<file path="config.mk">
export PLATFORM = sky130hd
export DESIGN_NAME = combo_lock_top
export DESIGN_NICKNAME = d
export VERILOG_FILES = /design/src/rtl/lock_pkg.sv /design/src/rtl/lock_code_bank.sv /design/src/rtl/lock_sel_cmp.sv /design/src/rtl/lock_ctrl.sv /design/src/rtl/combo_lock_top.sv
export SDC_FILE = /design/constraint.sdc
export NUM_CORES = 1
export LEC_CHECK = 0
export ABC_CLOCK_PERIOD_IN_PS = 4950
export CELL_PAD_IN_SITES_DETAIL_PLACEMENT = 0
export CELL_PAD_IN_SITES_GLOBAL_PLACEMENT = 1
export CORE_MARGIN = 2
export CORE_UTILIZATION = 40
export DETAILED_ROUTE_END_ITERATION = 10
export MAX_ROUTING_LAYER = met4
export PLACE_DENSITY_LB_ADDON = 0.05
export SLEW_MARGIN = 25
export SYNTH_ARGS = -nofsm -noshare
export SYNTH_HDL_FRONTEND = slang
export SYNTH_SLANG_ARGS = --single-unit
</file>
<file path="constraint.sdc">
create_clock -name clk -period 4.95 [get_ports clk]
set_clock_uncertainty 0.1 [all_clocks]
set_input_delay 0.99 -clock clk [delete_from_list [all_inputs] [get_ports clk]]
set_output_delay 0.99 -clock clk [all_outputs]
set_load 0.01 [all_outputs]
</file>
<file path="src/rtl/lock_pkg.sv">
package lock_pkg;
  localparam int unsigned NUM_CODES = 3;
  localparam int unsigned ST_W      = NUM_CODES + 1;

  typedef logic [ST_W-1:0] lk_state_t;

  // One-hot position states; the low bits double as the code select.
  localparam lk_state_t ST_D1   = 4'b0001;
  localparam lk_state_t ST_D2   = 4'b0010;
  localparam lk_state_t ST_D3   = 4'b0100;
  localparam lk_state_t ST_OPEN = 4'b1000;
  localparam lk_state_t ST_ERR  = 4'b0000;

  function automatic logic st_legal(lk_state_t s);
    return (s == ST_D1) || (s == ST_D2) || (s == ST_D3) ||
           (s == ST_OPEN) || (s == ST_ERR);
  endfunction
endpackage

</file>
<file path="src/rtl/lock_code_bank.sv">
module lock_code_bank #(
  parameter int unsigned DIG_W = 4,
  parameter logic [DIG_W-1:0] RST_C1 = 4'd3,
  parameter logic [DIG_W-1:0] RST_C2 = 4'd4,
  parameter logic [DIG_W-1:0] RST_C3 = 4'd2
) (
  input  logic                                   clk,
  input  logic                                   rst_n,
  input  logic [1:0]                             ld_sel,
  input  logic [DIG_W-1:0]                       din,
  output logic [lock_pkg::NUM_CODES*DIG_W-1:0]   codes_flat
);
  import lock_pkg::*;

  localparam logic [DIG_W-1:0] RST_V [NUM_CODES] = '{RST_C1, RST_C2, RST_C3};

  logic [NUM_CODES-1:0] ld_en;

  for (genvar g = 0; g < NUM_CODES; g++) begin : g_code
    logic [DIG_W-1:0] code_q;

    // Decoder: field value g+1 targets register g, zero loads nothing.
    assign ld_en[g] = (ld_sel == 2'(g + 1));

    always_ff @(posedge clk or negedge rst_n) begin
      if (!rst_n) begin
        code_q <= RST_V[g];
      end else if (ld_en[g]) begin
        code_q <= din;
      end
    end

    assign codes_flat[g*DIG_W +: DIG_W] = code_q;
  end
endmodule

</file>
<file path="src/rtl/lock_sel_cmp.sv">
module lock_sel_cmp #(
  parameter int unsigned DIG_W = 4
) (
  input  logic [lock_pkg::NUM_CODES*DIG_W-1:0] codes_flat,
  input  logic [lock_pkg::NUM_CODES-1:0]       sel_oh,
  input  logic [DIG_W-1:0]                     din,
  output logic                                 match
);
  import lock_pkg::*;

  logic [DIG_W-1:0] picked;

  // AND-OR multiplexer driven by a one-hot select.
  always_comb begin
    picked = '0;
    for (int i = 0; i < NUM_CODES; i++) begin
      picked = picked | ({DIG_W{sel_oh[i]}} & codes_flat[i*DIG_W +: DIG_W]);
    end
  end

  assign match = (picked == din);
endmodule

</file>
<file path="src/rtl/lock_ctrl.sv">
module lock_ctrl (
  input  logic                clk,
  input  logic                rst_n,
  input  logic                clr,
  input  logic                stb,
  input  logic                match,
  output lock_pkg::lk_state_t state_q
);
  import lock_pkg::*;

  lk_state_t state_d;
  logic      in_entry;
  logic      upd_en;

  assign in_entry = (state_q == ST_D1) || (state_q == ST_D2) || (state_q == ST_D3);

  // The register only moves on clear, a strobed entry, or a corrupted pattern.
  assign upd_en = clr || (stb && in_entry) || !st_legal(state_q);

  always_comb begin
    state_d = state_q;
    if (clr) begin
      state_d = ST_D1;
    end else begin
      case (state_q)
        ST_D1:   if (stb) state_d = match ? ST_D2   : ST_ERR;
        ST_D2:   if (stb) state_d = match ? ST_D3   : ST_ERR;
        ST_D3:   if (stb) state_d = match ? ST_OPEN : ST_ERR;
        ST_OPEN: state_d = ST_OPEN;
        ST_ERR:  state_d = ST_ERR;
        default: state_d = ST_ERR;
      endcase
    end
  end

  always_ff @(posedge clk or negedge rst_n) begin
    if (!rst_n) begin
      state_q <= ST_D1;
    end else if (upd_en) begin
      state_q <= state_d;
    end
  end
endmodule

</file>
<file path="src/rtl/combo_lock_top.sv">
module combo_lock_top #(
  parameter int unsigned DIG_W = 4,
  parameter logic [DIG_W-1:0] RST_C1 = 4'd3,
  parameter logic [DIG_W-1:0] RST_C2 = 4'd4,
  parameter logic [DIG_W-1:0] RST_C3 = 4'd2
) (
  input  logic             clk,
  input  logic             rst_n,
  input  logic             lock_clr,
  input  logic [DIG_W-1:0] dig_in,
  input  logic             dig_stb,
  input  logic [1:0]       code_ld,
  output logic             lock_open,
  output logic [3:0]       lock_state
);
  import lock_pkg::*;

  logic [NUM_CODES*DIG_W-1:0] codes_flat;
  lk_state_t                  st;
  logic                       match;

  lock_code_bank #(
    .DIG_W (DIG_W),
    .RST_C1(RST_C1),
    .RST_C2(RST_C2),
    .RST_C3(RST_C3)
  ) bank_i (
    .clk       (clk),
    .rst_n     (rst_n),
    .ld_sel    (code_ld),
    .din       (dig_in),
    .codes_flat(codes_flat)
  );

  lock_sel_cmp #(.DIG_W(DIG_W)) cmp_i (
    .codes_flat(codes_flat),
    .sel_oh    (st[NUM_CODES-1:0]),
    .din       (dig_in),
    .match     (match)
  );

  lock_ctrl ctrl_i (
    .clk    (clk),
    .rst_n  (rst_n),
    .clr    (lock_clr),
    .stb    (dig_stb),
    .match  (match),
    .state_q(st)
  );

  assign lock_open  = st[NUM_CODES];
  assign lock_state = st;
endmodule

</file>
; After elaboration in Yosys (flattened, before gate mapping)
; Cells that the tools add are included.
[word_totals]
reg_bits = 16
rom_bits = 0
mem_bits_rw = 0
mem_count = 0
input_bits = 10
out_inout_bits = 5
latchBits = 0
[classes]
div = 0
reduce_logical = 10
order_cmp = 0
n_bitwise = 5
shifts = 0
n_mux = 8
addsub = 0
multipliers = 0
eq_ne = 11
[op_table]
columns = operator, n
row1 = $mux W4, 5
row2 = $pmux W4 S4, 1
row3 = $and A4 B4 Y4, 3
row4 = $ne A3 B3 Y1 const B, 3
row5 = $or A4 B4 Y4, 2
row6 = $logic_or A1 B1 Y1, 6
row7 = $eq A2 B2 Y1 const B, 2
row8 = $eq A4 B1 Y1 const B, 1
row9 = $eq A4 B2 Y1 const B, 1
row10 = $eq A4 B3 Y1 const B, 1
row11 = $eq A4 B4 Y1, 1
row12 = $eq A4 B4 Y1 const B, 1
row13 = $logic_not A4 Y1, 1
row14 = $reduce_and A4 Y1, 1
row15 = $mux W3, 1
row16 = $eq A2 B1 Y1 const B, 1
row17 = $mux W2, 1
row18 = $logic_and A1 B1 Y1, 1
row19 = $logic_not A1 Y1, 1

; Longest topological paths before layout
[depth]
ltp_word = 8
ltp_mapped = 5

; Modules after synthesis
; A second synthesis with hierarchy kept.
[hier_totals]
hier_cells = 52
area_unflattened_um2 = 782.0
[by_module_without_submodules]
columns = mod, cells_per_inst, n_inst, area_per_inst_um2
row1 = lock_code_bank, 27, 1, 489.2
row2 = lock_ctrl, 15, 1, 203.9
row3 = lock_sel_cmp, 9, 1, 81.3
row4 = combo_lock_top, 1, 1, 7.5

; Worst setup path after synthesis
; OpenSTA, ideal clock, no wires.
[synth_path]
path_kind = in2reg
startpoint = in dig_stb
endpoint = reg ctrl_i.state_q[1]
t_required_ns = 4.755
stages = 4
t_arrival_ns = 2.004
setup_ns = 0.095
path_slack_ns = 2.751
path_cell_list = o21ai_0 -> a21o_2 -> or4_4 -> o31ai_1
[synth_between]
elab_chain_len = 4
elab_cells_between_ends = 7
cone_classes = eq/ne: 3 / reduce/logical: 4
[synth_rtl]
columns = element, line_no
row1 = start: declaration, combo_lock_top.sv:11  ; input logic dig_stb,
row2 = $logic_and A1 B1 Y1, lock_ctrl.sv:18  ; assign upd_en = clr || (stb && in_entry) || !st_legal(state_q);
row3 = $logic_or A1 B1 Y1 (2 in a row), lock_ctrl.sv:18
row4 = $reduce_and A4 Y1 (no source line) (*), -
row5 = end signal: assignment, lock_ctrl.sv:40  ; state_q <= state_d;
row6 = end: declaration, lock_ctrl.sv:7  ; output lock_pkg::lk_state_t state_q
; Every way passes the cells marked *; elsewhere a longest branch is shown, timed or not.
; A chain may end at the register's enable or synchronous reset.

; Worst setup path in the final report
[layout_path]
startpoint = reg ctrl_i.state_q[0]
endpoint = out lock_state[0]
[layout_rtl]
columns = element, line_no
row1 = end: declaration, combo_lock_top.sv:14  ; output logic [3:0] lock_state
; No word-level cell between the ends.

==> results.json <==
{
  "routed_wl_microns": 1410,
  "max_freq_mhz": 388,
  "syn_avg_cell_area_sq_um": 12.9,
  "cts.clk_slew.worst_paths_ps": 90,
  "worstRegToRegCells": 4,
  "ff2ff_setup_slack_ps": 2940,
  "diodes": 0,
  "grtUsageTotal_pct": 14.2,
  "core_area_sq_mm": 0.00190,
  "start_kind": "flip-flop",
  "rows": 16,
  "r2r_end": "ctrl_i.state_q[2]",
  "synth-edff-count": 0,
  "status": "finished, final reports clean",
  "synth_area_leader_cell": "dfrtp_1",
  "hold_depth": 1,
  "grt_max_degree": 17,
  "layout.area.seq_sq_um": 407,
  "numPortBuffers": 14,
  "grt_pass1_wl_microns": 2500,
  "p_leak_nw": 0.368,
  "fin_nets": 86,
  "hold_start": "bank_i.g_code[2].code_q[0]",
  "start_util_pct": 41.3,
  "finalCritPeriodShare_pct": 52.1,
  "fin_util_pct": 50.7,
  "grt_pass1_vias": 595,
  "finalHoldViolations": 0,
  "fin_setup_tns_ps": 0,
  "syn-num-nets": 71,
  "final_area_sq_um": 965,
  "dpl-instance-area_sq_um": 928,
  "cts_tree": "yes",
  "yosysMostFrequentCell": "mux2_2",
  "reg2reg_from": "ctrl_i.state_q[0]",
  "ir_worst_vdd_v": 0.000185,
  "fillers": 174,
  "routedWlPerCell_microns": 13.8,
  "io_pins": 15,
  "cts_resized": 0,
  "crit_required_ps": 3860,
  "cts_setup_buffers": 0,
  "fp.dieArea_sq_mm": 0.00233,
  "ys.flop_type": "dfrtp_1",
  "area_delta_synth_final_pct": 22.8,
  "switching_share_pct": 23.2,
  "multi_input_area_sq_um": 348,
  "route.antenna.remaining_nets": 0,
  "crit_arrival_ps": 1490,
  "synthTopCellsByCount": "mux2_2 (12), dfrtp_1 (11), dfstp_2 (5)",
  "period_minus_slack_ps": 2580,
  "relSlewSlack_pct": 52.2,
  "worst_pin_slew_ps": 715,
  "hp-class": "reg2reg",
  "die-height_microns": 48.3,
  "root_buffer": "clkbuf_4",
  "ys_seq_area_share_pct": 51.8,
  "drv_cap": 0,
  "p_comb_share_pct": 16.4,
  "worstSetupPathType": "reg2out",
  "drive_above_1_share_pct": 30.7,
  "antenna_found_initial": 0,
  "slew_viol_final": 0,
  "syn_inst": 61,
  "final-setup-viol-count": 0,
  "drt_iter0_markers": 12,
  "cp_num_buf_inv": 1,
  "rsz0062_at_grt": "false",
  "die_w_microns": 48.3,
  "cp_slowest_cell": "dfstp_2",
  "grt_overflow": 0,
  "cp_num_cells": 1,
  "drcViolationCount": 0,
  "p_clk_share_pct": 29.1,
  "crit_family": "flip-flops",
  "yosys_warnings": 0,
  "powerDensity_mw_per_mm2": 302,
  "first_pass_iters": 4,
  "cts_made_buffers": 3,
  "synth_area_leaders": "dfrtp_1 (35%), mux2_2 (17%), dfstp_2 (17%), a222oi_1 (5.1%), nand3b_1 (3.8%)",
  "cell_internal_pwr_mw": 0.224,
  "setup_slack_ps": 2370,
  "crit_path_end_kind": "output pin",
  "net-switching-power_mw": 0.0675,
  "ys_types": 22,
  "async_reset_ff_share_pct": 100,
  "worst_path_largest_cell_delay_ps": 640,
  "ctsHoldBuffers": 0,
  "cts_num_sinks": 16,
  "vias": 560,
  "p_seq_share_pct": 54.5,
  "clock_path_buffers": 2,
  "synth_top_area_share_pct": 35.0,
  "dp_hpwl_microns": 1060,
  "htreeDepth": 1,
  "crit_chain": "clkdlybuf4s50_1",
  "place.gp.congestion": 0.845,
  "synth-seq-cells": 16,
  "syn_area_sq_um": 786,
  "insertion_delay_ps": 280,
  "pre_cts_ws_ps": 2130,
  "detail_route.vias_per_cell": 5.49,
  "whs_endpoint": "bank_i.g_code[2].code_q[0]",
  "path_max_fanout": 11,
  "holdWs_ps": 415
}
-- metrics by stage --
stage               cells  power [mW]
floorplan              61       0.191
global placement       98       0.209
detailed placement     98       0.210
CTS                   102       0.297
global route          102       0.308
finish                102       0.291
-- state kept, by name, summed over array words and instances (netlist names) --
| signal | cells |
|---|---|
| bank_i.g_code.code_q | 12 |
| ctrl_i.state_q | 4 |
-- worst max path at each step --
stage	startpoint	end	slack [ps]
4_1_cts	ctrl_i.state_q[0]	lock_state[0]	2340
6_report	ctrl_i.state_q[0]	lock_state[0]	2370
3_5_place_dp	dig_stb	ctrl_i.state_q[2]	2130
3_3_place_gp	dig_stb	ctrl_i.state_q[2]	2140
2_1_floorplan	dig_stb	ctrl_i.state_q[1]	2750
5_1_grt	ctrl_i.state_q[0]	lock_state[0]	2300
-- power groups by stage --
stage	logic (mW)	clock network, mW	registers, mW
global placement	0.0478	0	0.161
CTS	0.0486	0.0893	0.159
global route	0.0531	0.0930	0.162
detailed placement	0.0485	0	0.161
finish	0.0477	0.0847	0.159
floorplan	0.0332	0	0.158
-- kinds of logic after synthesis --
group	share of synthesized area [%]
muxes	17.2
buffers and inverters	3.98
DFF	51.8
and+or+nand+nor	10.8
AOI/OAI and AO/OA	11.8
xor gates and xnor gates	4.46
-- final cells by class --
class | count | area share [%]
timing repair buffer | 14 | 14.5
sequential | 16 | 42.2
tap | 27 | 3.50
clock buffer | 4 | 3.76
multi-input combinational | 41 | 36.1
-- cells in the final DEF (no fill, tap or decap) --
cell	synthesis	final
xor2_1	2	2
a21o_1	1	1
clkbuf_4	0	3
nor2_1	2	2
or4_4	1	1
a2111oi_0	1	1
a21o_2	1	1
clkdlybuf4s50_1	0	14
xnor2_1	2	2
mux2_2	12	12
nand3b_1	4	4
dfstp_2	5	5
nor3_1	1	1
o21ai_0	1	1
nand3_1	1	1
nand4_1	1	1
clkbuf_8	0	1
nand2_1	2	2
o31ai_1	3	3
dfrtp_1	11	11
nor2b_1	2	2
a222oi_1	4	4
-- routing by layer --
metal	track usage, %	share of wire (%)	vias up
li1	-	-	261
met1	17.5	41	276
met2	22.7	50	19
met3	2.47	7.3	4
met4	7.14	1.8	0
met5	-	0	-
No activity file was read; power rests on OpenSTA's default activity.
